$ cat src/rtl/tmr8_pkg.sv
package tmr8_pkg;

    typedef enum logic [1:0] {
        WM_NORMAL = 2'b00,
        WM_PHASE  = 2'b01,
        WM_CTC    = 2'b10,
        WM_FAST   = 2'b11
    } wmode_e;

    typedef enum logic [1:0] {
        OA_OFF    = 2'b00,
        OA_TOGGLE = 2'b01,
        OA_CLEAR  = 2'b10,
        OA_SET    = 2'b11
    } oact_e;

    localparam logic [1:0] A_CTRL  = 2'd0;
    localparam logic [1:0] A_COUNT = 2'd1;
    localparam logic [1:0] A_CMP   = 2'd2;
    localparam logic [1:0] A_FLAGS = 2'd3;

    function automatic logic is_pwm(wmode_e m);
        return (m == WM_PHASE) || (m == WM_FAST);
    endfunction

endpackage

$ cat src/rtl/tmr8_counter.sv
module tmr8_counter
    import tmr8_pkg::*;
#(
    parameter int CNT_W = 8
) (
    input  logic             clk,
    input  logic             rst_n,
    input  logic             tick_i,
    input  wmode_e           mode_i,
    input  logic [CNT_W-1:0] cmp_i,
    output logic [CNT_W-1:0] count_o,
    output logic             up_o,
    output logic             at_max_o,
    output logic             bottom_evt_o
);
    localparam logic [CNT_W-1:0] CNT_MAX = {CNT_W{1'b1}};
    localparam logic [CNT_W-1:0] CNT_ONE = {{(CNT_W-1){1'b0}}, 1'b1};

    typedef struct packed {
        logic [CNT_W-1:0] count;
        logic             up;
    } cnt_st_t;

    cnt_st_t st_q, st_d;

    always_comb begin
        st_d = st_q;
        if (tick_i) begin
            case (mode_i)
                WM_PHASE: begin
                    if (st_q.up) begin
                        if (st_q.count == CNT_MAX) begin
                            st_d.up    = 1'b0;
                            st_d.count = st_q.count - CNT_ONE;
                        end else begin
                            st_d.count = st_q.count + CNT_ONE;
                        end
                    end else begin
                        if (st_q.count == '0) begin
                            st_d.up    = 1'b1;
                            st_d.count = st_q.count + CNT_ONE;
                        end else begin
                            st_d.count = st_q.count - CNT_ONE;
                        end
                    end
                end
                WM_CTC: begin
                    st_d.up    = 1'b1;
                    st_d.count = (st_q.count == cmp_i) ? '0 : st_q.count + CNT_ONE;
                end
                default: begin
                    st_d.up    = 1'b1;
                    st_d.count = st_q.count + CNT_ONE;
                end
            endcase
        end
    end

    always_ff @(posedge clk or negedge rst_n) begin
        if (!rst_n) begin
            st_q <= '{count: '0, up: 1'b1};
        end else begin
            st_q <= st_d;
        end
    end

    assign count_o      = st_q.count;
    assign up_o         = st_q.up;
    assign at_max_o     = (st_q.count == CNT_MAX);
    assign bottom_evt_o = tick_i && (mode_i == WM_PHASE) && !st_q.up && (st_q.count == '0);

    p_idle_hold_r1: assert property (@(posedge clk) disable iff (!rst_n)
        !tick_i |=> $stable(st_q.count));

    p_phase_turn_r1: assert property (@(posedge clk) disable iff (!rst_n)
        (tick_i && mode_i == WM_PHASE && st_q.up && st_q.count == CNT_MAX)
        |=> (st_q.count == CNT_MAX - CNT_ONE && !st_q.up));

    p_ctc_restart_r1: assert property (@(posedge clk) disable iff (!rst_n)
        (tick_i && mode_i == WM_CTC && st_q.count == cmp_i) |=> (st_q.count == '0));

endmodule

$ cat src/rtl/tmr8_cmp_unit.sv
module tmr8_cmp_unit
    import tmr8_pkg::*;
#(
    parameter int CNT_W = 8
) (
    input  logic             clk,
    input  logic             rst_n,
    input  logic             tick_i,
    input  wmode_e           mode_i,
    input  logic [CNT_W-1:0] count_i,
    input  logic             at_max_i,
    input  logic             bottom_evt_i,
    input  logic             wr_i,
    input  logic [CNT_W-1:0] wdata_i,
    input  logic             w1c_i,
    input  logic             ack_i,
    output logic [CNT_W-1:0] active_o,
    output logic [CNT_W-1:0] shadow_o,
    output logic             match_o,
    output logic             flag_o
);
    typedef struct packed {
        logic [CNT_W-1:0] shadow;
        logic [CNT_W-1:0] active;
        logic             pend;
        logic             flag;
    } cmp_st_t;

    cmp_st_t st_q, st_d;
    logic    pwm;
    logic    commit;

    always_comb begin
        pwm     = is_pwm(mode_i);
        match_o = (count_i == st_q.active);
        commit  = ((mode_i == WM_FAST) && tick_i && at_max_i)
                || ((mode_i == WM_PHASE) && bottom_evt_i);

        st_d = st_q;
        if (commit) begin
            st_d.active = st_q.shadow;
        end
        if (wr_i) begin
            st_d.shadow = wdata_i;
            if (!pwm) begin
                st_d.active = wdata_i;
            end
        end
        if (tick_i) begin
            st_d.pend = match_o;
        end
        if (w1c_i || ack_i) begin
            st_d.flag = 1'b0;
        end
        if (tick_i && st_q.pend) begin
            st_d.flag = 1'b1;
        end
    end

    always_ff @(posedge clk or negedge rst_n) begin
        if (!rst_n) begin
            st_q <= '0;
        end else begin
            st_q <= st_d;
        end
    end

    assign active_o = st_q.active;
    assign shadow_o = st_q.shadow;
    assign flag_o   = st_q.flag;

    p_flag_lag_r2: assert property (@(posedge clk) disable iff (!rst_n)
        (tick_i && match_o && !st_q.pend && !st_q.flag) |=> !st_q.flag);

    p_flag_clear_r3: assert property (@(posedge clk) disable iff (!rst_n)
        ((w1c_i || ack_i) && !(tick_i && st_q.pend)) |=> !st_q.flag);

    p_direct_wr_r6: assert property (@(posedge clk) disable iff (!rst_n)
        (wr_i && !is_pwm(mode_i)) |=> (st_q.active == $past(wdata_i)));

    p_buf_hold_r5: assert property (@(posedge clk) disable iff (!rst_n)
        (is_pwm(mode_i) && !tick_i) |=> $stable(st_q.active));

endmodule

$ cat src/rtl/tmr8_wavegen.sv
module tmr8_wavegen
    import tmr8_pkg::*;
(
    input  logic   clk,
    input  logic   rst_n,
    input  logic   tick_i,
    input  wmode_e mode_i,
    input  oact_e  com_i,
    input  logic   match_i,
    input  logic   at_max_i,
    input  logic   up_i,
    input  logic   force_i,
    output logic   wave_o
);
    typedef struct packed {
        logic wave;
    } wg_st_t;

    wg_st_t st_q, st_d;

    function automatic logic apply_act(oact_e a, logic cur);
        case (a)
            OA_TOGGLE: return !cur;
            OA_CLEAR:  return 1'b0;
            OA_SET:    return 1'b1;
            default:   return cur;
        endcase
    endfunction

    always_comb begin
        st_d = st_q;
        case (mode_i)
            WM_FAST: begin
                if (tick_i) begin
                    if (at_max_i) begin
                        if (com_i == OA_CLEAR)    st_d.wave = 1'b1;
                        else if (com_i == OA_SET) st_d.wave = 1'b0;
                    end else if (match_i) begin
                        if (com_i == OA_CLEAR)    st_d.wave = 1'b0;
                        else if (com_i == OA_SET) st_d.wave = 1'b1;
                    end
                end
            end
            WM_PHASE: begin
                if (tick_i && match_i) begin
                    if (com_i == OA_CLEAR)    st_d.wave = !up_i;
                    else if (com_i == OA_SET) st_d.wave = up_i;
                end
            end
            default: begin
                if ((tick_i && match_i) || force_i) begin
                    st_d.wave = apply_act(com_i, st_q.wave);
                end
            end
        endcase
    end

    always_ff @(posedge clk or negedge rst_n) begin
        if (!rst_n) begin
            st_q <= '0;
        end else begin
            st_q <= st_d;
        end
    end

    assign wave_o = (com_i == OA_OFF) ? 1'b0 : st_q.wave;

    p_force_pwm_r11: assert property (@(posedge clk) disable iff (!rst_n)
        (force_i && is_pwm(mode_i) && !tick_i) |=> $stable(st_q.wave));

    p_off_hold_r12: assert property (@(posedge clk) disable iff (!rst_n)
        (com_i == OA_OFF) |=> $stable(st_q.wave));

endmodule

$ cat src/rtl/tmr8_regs.sv
module tmr8_regs
    import tmr8_pkg::*;
#(
    parameter int DATA_W = 8
) (
    input  logic              clk,
    input  logic              rst_n,
    input  logic              wr_i,
    input  logic [1:0]        addr_i,
    input  logic [DATA_W-1:0] wdata_i,
    input  logic              ovf_evt_i,
    input  logic              ovf_ack_i,
    input  logic [DATA_W-1:0] count_i,
    input  logic [DATA_W-1:0] cmp_rd_i,
    input  logic              cmp_flag_i,
    output wmode_e            mode_o,
    output oact_e             com_o,
    output logic              cmp_ie_o,
    output logic              ovf_ie_o,
    output logic              cmp_wr_o,
    output logic              cmp_w1c_o,
    output logic              ovf_flag_o,
    output logic [DATA_W-1:0] rdata_o
);
    localparam int MODE_LSB = 0;
    localparam int COM_LSB  = 2;
    localparam int CIE_BIT  = 4;
    localparam int OIE_BIT  = 5;
    localparam int FL_CMP   = 0;
    localparam int FL_OVF   = 1;

    typedef struct packed {
        wmode_e mode;
        oact_e  com;
        logic   cie;
        logic   oie;
        logic   ovf;
    } reg_st_t;

    reg_st_t st_q, st_d;
    logic    wr_ctrl, wr_flags;
    logic    unused_wbits;

    assign unused_wbits = ^wdata_i[DATA_W-1:OIE_BIT+1];

    always_comb begin
        wr_ctrl  = wr_i && (addr_i == A_CTRL);
        wr_flags = wr_i && (addr_i == A_FLAGS);
        st_d     = st_q;
        if (wr_ctrl) begin
            st_d.mode = wmode_e'(wdata_i[MODE_LSB +: 2]);
            st_d.com  = oact_e'(wdata_i[COM_LSB +: 2]);
            st_d.cie  = wdata_i[CIE_BIT];
            st_d.oie  = wdata_i[OIE_BIT];
        end
        if ((wr_flags && wdata_i[FL_OVF]) || ovf_ack_i) begin
            st_d.ovf = 1'b0;
        end
        if (ovf_evt_i) begin
            st_d.ovf = 1'b1;
        end
    end

    always_ff @(posedge clk or negedge rst_n) begin
        if (!rst_n) begin
            st_q <= '{mode: WM_NORMAL, com: OA_OFF, cie: 1'b0, oie: 1'b0, ovf: 1'b0};
        end else begin
            st_q <= st_d;
        end
    end

    always_comb begin
        rdata_o = '0;
        case (addr_i)
            A_CTRL: begin
                rdata_o[MODE_LSB +: 2] = st_q.mode;
                rdata_o[COM_LSB +: 2]  = st_q.com;
                rdata_o[CIE_BIT]       = st_q.cie;
                rdata_o[OIE_BIT]       = st_q.oie;
            end
            A_COUNT: rdata_o = count_i;
            A_CMP:   rdata_o = cmp_rd_i;
            default: begin
                rdata_o[FL_CMP] = cmp_flag_i;
                rdata_o[FL_OVF] = st_q.ovf;
            end
        endcase
    end

    assign mode_o     = st_q.mode;
    assign com_o      = st_q.com;
    assign cmp_ie_o   = st_q.cie;
    assign ovf_ie_o   = st_q.oie;
    assign ovf_flag_o = st_q.ovf;
    assign cmp_wr_o   = wr_i && (addr_i == A_CMP);
    assign cmp_w1c_o  = wr_flags && wdata_i[FL_CMP];

    p_ovf_clear_r7: assert property (@(posedge clk) disable iff (!rst_n)
        (ovf_ack_i && !ovf_evt_i) |=> !st_q.ovf);

endmodule

$ cat src/rtl/tmr8_cmp_top.sv
module tmr8_cmp_top
    import tmr8_pkg::*;
#(
    parameter int CNT_W = 8
) (
    input  logic             clk,
    input  logic             rst_n,
    input  logic             tick_en,
    input  logic             bus_wr,
    input  logic [1:0]       bus_addr,
    input  logic [CNT_W-1:0] bus_wdata,
    output logic [CNT_W-1:0] bus_rdata,
    input  logic             cmp_ack,
    input  logic             ovf_ack,
    input  logic             force_cmp,
    output logic             wave_out,
    output logic             cmp_irq,
    output logic             ovf_irq
);
    localparam int DATA_W = CNT_W;

    wmode_e           mode;
    oact_e            com;
    logic             cmp_ie, ovf_ie, cmp_wr, cmp_w1c, ovf_flag, ovf_evt;
    logic [CNT_W-1:0] count, active, shadow, cmp_rd;
    logic             up, at_max, bottom_evt, match, cmp_flag;

    tmr8_counter #(.CNT_W(CNT_W)) i_counter (
        .clk          (clk),
        .rst_n        (rst_n),
        .tick_i       (tick_en),
        .mode_i       (mode),
        .cmp_i        (active),
        .count_o      (count),
        .up_o         (up),
        .at_max_o     (at_max),
        .bottom_evt_o (bottom_evt)
    );

    tmr8_cmp_unit #(.CNT_W(CNT_W)) i_cmp (
        .clk          (clk),
        .rst_n        (rst_n),
        .tick_i       (tick_en),
        .mode_i       (mode),
        .count_i      (count),
        .at_max_i     (at_max),
        .bottom_evt_i (bottom_evt),
        .wr_i         (cmp_wr),
        .wdata_i      (bus_wdata),
        .w1c_i        (cmp_w1c),
        .ack_i        (cmp_ack),
        .active_o     (active),
        .shadow_o     (shadow),
        .match_o      (match),
        .flag_o       (cmp_flag)
    );

    tmr8_wavegen i_wave (
        .clk      (clk),
        .rst_n    (rst_n),
        .tick_i   (tick_en),
        .mode_i   (mode),
        .com_i    (com),
        .match_i  (match),
        .at_max_i (at_max),
        .up_i     (up),
        .force_i  (force_cmp),
        .wave_o   (wave_out)
    );

    assign ovf_evt = (mode == WM_PHASE) ? bottom_evt : (tick_en && at_max);
    assign cmp_rd  = is_pwm(mode) ? shadow : active;

    tmr8_regs #(.DATA_W(DATA_W)) i_regs (
        .clk        (clk),
        .rst_n      (rst_n),
        .wr_i       (bus_wr),
        .addr_i     (bus_addr),
        .wdata_i    (bus_wdata),
        .ovf_evt_i  (ovf_evt),
        .ovf_ack_i  (ovf_ack),
        .count_i    (count),
        .cmp_rd_i   (cmp_rd),
        .cmp_flag_i (cmp_flag),
        .mode_o     (mode),
        .com_o      (com),
        .cmp_ie_o   (cmp_ie),
        .ovf_ie_o   (ovf_ie),
        .cmp_wr_o   (cmp_wr),
        .cmp_w1c_o  (cmp_w1c),
        .ovf_flag_o (ovf_flag),
        .rdata_o    (bus_rdata)
    );

    assign cmp_irq = cmp_flag && cmp_ie;
    assign ovf_irq = ovf_flag && ovf_ie;

endmodule

$ cat config.mk
export PLATFORM = sky130hd
export DESIGN_NAME = tmr8_cmp_top
export DESIGN_NICKNAME = d
export VERILOG_FILES = /design/src/rtl/tmr8_pkg.sv /design/src/rtl/tmr8_counter.sv /design/src/rtl/tmr8_cmp_unit.sv /design/src/rtl/tmr8_wavegen.sv /design/src/rtl/tmr8_regs.sv /design/src/rtl/tmr8_cmp_top.sv
export SDC_FILE = /design/constraint.sdc
export NUM_CORES = 1
export LEC_CHECK = 0
export ABC_AREA = 1
export CAP_MARGIN = 5
export CORE_UTILIZATION = 57
export DETAILED_ROUTE_END_ITERATION = 16
export PLACE_DENSITY = 0.8
export SETUP_SLACK_MARGIN = 0.1
export SLEW_MARGIN = 20
export SYNTH_ARGS = -nofsm -noshare
export SYNTH_HDL_FRONTEND = slang
export SYNTH_SLANG_ARGS = --single-unit
export TNS_END_PERCENT = 5
$ cat constraint.sdc
create_clock -name clk -period 2.8 [get_ports clk]
set_input_delay 0.84 -clock clk [delete_from_list [all_inputs] [get_ports clk]]
set_output_delay 0.84 -clock clk [all_outputs]
set_load 0.01 [all_outputs]
Word level (Yosys, flattened, before mapping)

Index checks and enable logic that the tools add are counted.

Output and inout port bits: 11
Flip-flop bits (word level): 35
Input port bits: 17

Add/subtract/negate cells: 2
Reductions and logical operators: 31
Equal/unequal tests: 16
Mux-type cells: 33

Operators by type and width:

| operator              | count |
|---|---|
| $mux W8               | 7 |
| $mux W1               | 19 |
| $pmux W9 S2           | 1 |
| $logic_and A1 B1 Y1   | 16 |
| $eq A2 B2 Y1 const B  | 6 |
| $pmux W4 S3           | 1 |
| $mux W9               | 1 |
| $add A8 B1 Y8 const B | 1 |
| $eq A8 B8 Y1          | 1 |
| $eq A8 B8 Y1 const B  | 1 |
| $logic_not A8 Y1      | 1 |
| $sub A8 B1 Y8 const B | 1 |
| $reduce_and A7 Y1     | 1 |
| $eq A2 B1 Y1 const B  | 3 |
| $ne A3 B1 Y1 const B  | 2 |
| $pmux W2 S3           | 1 |
| $reduce_bool A3 Y1    | 2 |
| $logic_or A1 B1 Y1    | 5 |
| $logic_not A2 Y1      | 2 |
| $pmux W2 S2           | 1 |
| $reduce_bool A2 Y1    | 2 |
| $ne A3 B2 Y1 const B  | 1 |
| $pmux W1 S3           | 1 |
| $logic_not A1 Y1      | 2 |
| other kinds (3)       | 3 |

Longest topological paths before layout

Word-level depth: 9
Depth in mapped cells: 13
Gate-level depth less buffers: 12

Cells and area by module

A second synthesis with hierarchy kept.

Cells, all modules: 472
Area total of the unflattened synthesis: 3098.0 µm²

By module, submodules not included:

| module        | area each (µm²) | instances | cells each | seq. area each (µm²) |
|---|---|---|---|---|
| tmr8_counter  | 1124.8          | 1         | 175        | 226.5 |
| tmr8_cmp_unit | 1084.8          | 1         | 141        | 450.4 |
| tmr8_regs     | 564.3           | 1         | 93         | 175.2 |
| tmr8_cmp_top  | 182.7           | 1         | 37         | 0.0 |
| tmr8_wavegen  | 141.4           | 1         | 26         | 25.0 |

Least setup slack after synthesis

Ideal clock, no wire load.

Path kind: in2out
Start point: input bus_addr[0]
End point: output bus_rdata[1]
Buffers on the path: 1
Stages: 7
Path slack: 78 ps
Data arrival time: 1882 ps
Cell sequence: inv_1 > ha_1 > clkbuf_1 > o21ai_0 > nor2_1 > a221oi_1 > o21ai_0

Cells in the longest elaborated chain, start to end: 2
Elaborated cells between the ends (all ways): 4
Those cells by class: eq/ne: 2; mux: 1; reduce/logical: 1

Ends and longest elaborated chain:

| what                                 | line               | text |
|---|---|---|
| start: declaration                   | tmr8_cmp_top.sv:10 | `input logic [1:0] bus_addr,` |
| $eq A2 B2 Y1 (tied with other cells) | tmr8_regs.sv:74    | `case (addr_i)` |
| $pmux W2 S3 (*)                      | tmr8_regs.sv:74    |  |
| end: declaration                     | tmr8_cmp_top.sv:12 | `output logic [CNT_W-1:0] bus_rdata,` |

Mark *: on every way between the ends. The rest lies on a longest branch, timed or not.

Worst setup path in the final report

Start point: input bus_addr[0]
End point: output bus_rdata[7]

Cells in the longest elaborated chain, start to end: 2
Elaborated cells between the ends (all ways): 3
Those cells by class: eq/ne: 2; mux: 1

Ends and longest elaborated chain:

| what                                         | line |
|---|---|
| $eq A2 B2 Y1 or $eq A2 B1 Y1 (tied branches) | tmr8_regs.sv:74 |
| $pmux W2 S2 (*)                              | tmr8_regs.sv:74 |

Marks and branches as above.

==> summary.txt <==
Outcome
  • Run status: completed

Floorplanning
  • Core Box Area: 0.004414 mm2
  • DIE AREA: 0.004951 mm2
  • Starting density of the core: 60.35%
  • Floorplan die width: 70.36 um
  • FP Rows: 24
  • Io pins: 28
  • Die H: 70.36 um

Synthesis
  • Synth Flop Type: dfrtp_1
  • FFs w/ async S/R, synth: 100.0%
  • Synth top area share: 31.94%
  • Commonest cells post-synth: 97 x nand2_1, 41 x inv_1, 34 x dfrtp_1
  • Post-Syn Instances: 361
  • Mapped Nets: 389
  • Yosys reg bits: 35
  • Number of synthesized flops with an enable pin: 0
  • Synth Cell Area: 0.002664 mm2
  • Sequential-to-total area share from yosys stat: 32.93%
  • Synth area leader: dfrtp_1
  • Yosys warning count: 0
  • Top cells by area, synth: dfrtp_1 32%, nand2_1 14%, inv_1 5.8%, ha_1 5.2%, nand3_1 4.5%
  • Most frequent cell after synthesis: nand2_1
  • Post-synthesis area per instance: 7.379 um2
  • Synth cell types: 40

GRT
  • Maximum number of pins on one net before global-route repair: 36
  • GRT Overall Usage: 30.12%
  • Initial antenna violation count: 0
  • Vias in the first global route: 2424
  • First-pass GRT wire length: 11440 um
  • Global route overflow: 0

Worst hold path
  • Type of the worst min-delay path: reg -> reg

Pwr
  • Power Internal: 0.001410 W
  • Sequential Power Share: 32.4%
  • VDD IR max: 0.5061 mV
  • Leak pwr: 1.614 nW
  • Net Sw Power: 0.0009934 W
  • Clock power frac: 23.3%
  • Pwr per Cell Area: 747.5 mW/mm2
  • Total Power: 0.002404 W
  • Comb pwr share: 44.3%
  • Sw frac: 41.33%

Route
  • Detailed Route WL: 6945 um
  • Per-cell routed wire length: 15.40 um
  • Drt via density: 5.612
  • 1st-pass router iterations: 5
  • Initial DRC count: 269
  • Vias: 2531
  • Post-route DRC violation count: 0
  • Routed Antenna Nets: 0

Timing
  • Final worst-path cycle share: 96.65%
  • RSZ-0062 raised after global routing: yes
  • Slew at the pin closest to its max-slew limit: 0.7918 ns
  • Peak Freq: 369.5 MHz
  • Max_slew headroom: 47.21%
  • Final Hold Vio Count: 0
  • Finish-stage setup viols: 0
  • Max Transition Viols Final: 0
  • Minimum clock period: 2.706 ns
  • Clk_skew: 0.004179 ns

Clocking
  • Clock latency at the later pin of the worst-skew pair: 0.30 ns
  • CTS tree: built
  • CTS clock-pin slew for the worst setup and hold paths: 0.07 ns
  • Number of CTS-inserted buffers: 5
  • Clock Path Buffers: 2
  • CTS root buffer: clkbuf_8
  • H-tree Lvls: 2
  • CTS sink cnt: 35

Setup path
  • CP Max Fanout: 6
  • Critical path class: in -> out
  • Delay-heaviest family, CP: buffers and inverters
  • Slowest CP cell: clkdlybuf4s15_1
  • CP max stage delay: 0.25 ns
  • CP cell instances: buf_2, inv_2, ha_4, buf_4, o211ai_1, a21oi_1, clkdlybuf4s15_1
  • Crit path DAT: 1.87 ns
  • Worst Setup Start Kind: primary input
  • Crit. End Element: output pin
  • Bufs and invs on worst path: 4
  • Critical Path RT: 1.96 ns

Cells and area
  • Share of layout cells above drive strength 1: 21.05%
  • Area Overhead vs Synth: 20.71%
  • Final instance area: 0.003216 mm2
  • Diodes inserted: 0
  • Post-Layout Cell Count: 451
  • Nets: 426

Place
  • GP Congestion: 0.9077
  • Post-DP HPWL: 5099 um
  • Area after DPL: 0.003050 mm2
  • Buffers on Ports: 27
  • Inst Count DP: 441

Job
  • Max cap viols: 0
-- placed cells by master, fill, tap and decap left out, types with 3 or more instances in the layout --
master / netlist / layout
o21ai_1: 6 / 7
xnor2_1: 4 / 4
nand2_2: 7 / 7
buf_4: 2 / 18
inv_2: 7 / 9
nand3_1: 24 / 24
ha_1: 11 / 7
a31oi_1: 12 / 11
buf_2: 7 / 9
o21ai_0: 18 / 17
nand2_4: 6 / 6
o211ai_1: 8 / 8
xor2_1: 6 / 6
clkdlybuf4s50_1: 0 / 16
inv_1: 41 / 39
ha_4: 0 / 3
dfrtp_1: 34 / 34
nor2_1: 25 / 25
a21oi_2: 4 / 4
clkbuf_8: 0 / 5
a21oi_1: 8 / 8
nand2_1: 97 / 97
nand4_1: 3 / 3
-- tightest hold or removal path, delay by kind of cell, from the launching register on --
kind,cells,cell delay (ns)
compound gates,1,0.06
flops,1,0.36
simple gates,1,0.06
-- registers in the layout, indices dropped and copies added, names as in the netlist, 2 cells and up --
name / flops
i_counter.count_o: 8
i_cmp.shadow_o: 8
i_regs.com_o: 2
i_cmp.active_o: 8
i_regs.mode_o: 2
-- layout make-up --
type                    instances  area (um2)
multi-input cells             260        1567
inverters                      50       195.2
flip-flops and latches         35       877.1
repair buffers                 46       375.4
clock inverters                 3       67.56
clock buffers                   5       68.82
fillers                       355        1199
well taps                      52       65.06
-- stage by stage --
| stage | hold slack [ns] | setup TNS [ns] | util, % | worst slack (ns) |
|---|---|---|---|---|
| final | 0.5098 | 0 | 72.85 | 0.09378 |
| after detailed placement | 0.4907 | -5.318 | 69.10 | -0.7159 |
| after global placement | 0.4764 | -4.960 | 69.10 | -0.6741 |
| after CTS | 0.5091 | 0 | 72.93 | 0.07641 |
| after floorplan | 0.4588 | 0 | - | 0.1555 |
| after global routing | 0.5599 | 0 | 72.85 | 0.01170 |
-- power by group through the flow --
stage / Sequential [W] / Combinational [W] / Clock, W
global route: 0.000798 / 0.00118 / 0.000585
global placement: 0.000778 / 0.00102 / 0
detailed placement: 0.000782 / 0.00105 / 0
CTS: 0.000775 / 0.00106 / 0.000561
floorplan: 0.000721 / 0.000806 / 0
finish: 0.000779 / 0.00107 / 0.000559
-- what timing repair did --
item / CTS / global route
setup endpoints to repair: 8 / 6
setup buffers: 2 / 0
pin swaps: 0 / 1
gates resized for setup: 47 / 2
hold buffers: 0 / 0
-- cell families after synthesis --
family / Yosys count / synth area share (%)
and+or+nand+nor: 175 / 33.26
buffers and inverters: 66 / 10.47
AOI/OAI and AO/OA: 64 / 14.89
DFF: 35 / 32.93
adders and majority gates: 11 / 5.167
xor gates and xnor gates: 10 / 3.288
-- metal layers --
layer | vias up | routed length (um) | track usage [%]
li1 | 1241 | - | -
met3 | 21 | 428 | 5.772
met5 | - | 0 | 0
met4 | 0 | 209 | 11.11
met2 | 111 | 3244 | 49.95
met1 | 1158 | 3062 | 38.82
-- path summary, 6_finish.rpt --
check / startpoint / slack (ns) / depth (start not counted) / end
worst max-delay path: bus_addr[0] / 0.09 / 7 / bus_rdata[7]
worst min-delay path: i_wave.st_q / 0.51 / 2 / i_wave.st_q
worst max register to register: i_regs.mode_o[1] / 0.97 / 12 / i_counter.count_o[3]
worst min register to register: i_wave.st_q / 0.51 / 2 / i_wave.st_q
max in group asynchronous: rst_n / 1.68 / 1 / i_cmp.active_o[0]
min in group asynchronous: rst_n / 0.62 / 1 / i_wave.st_q
Note: power is estimated with default switching activity, not from simulation.
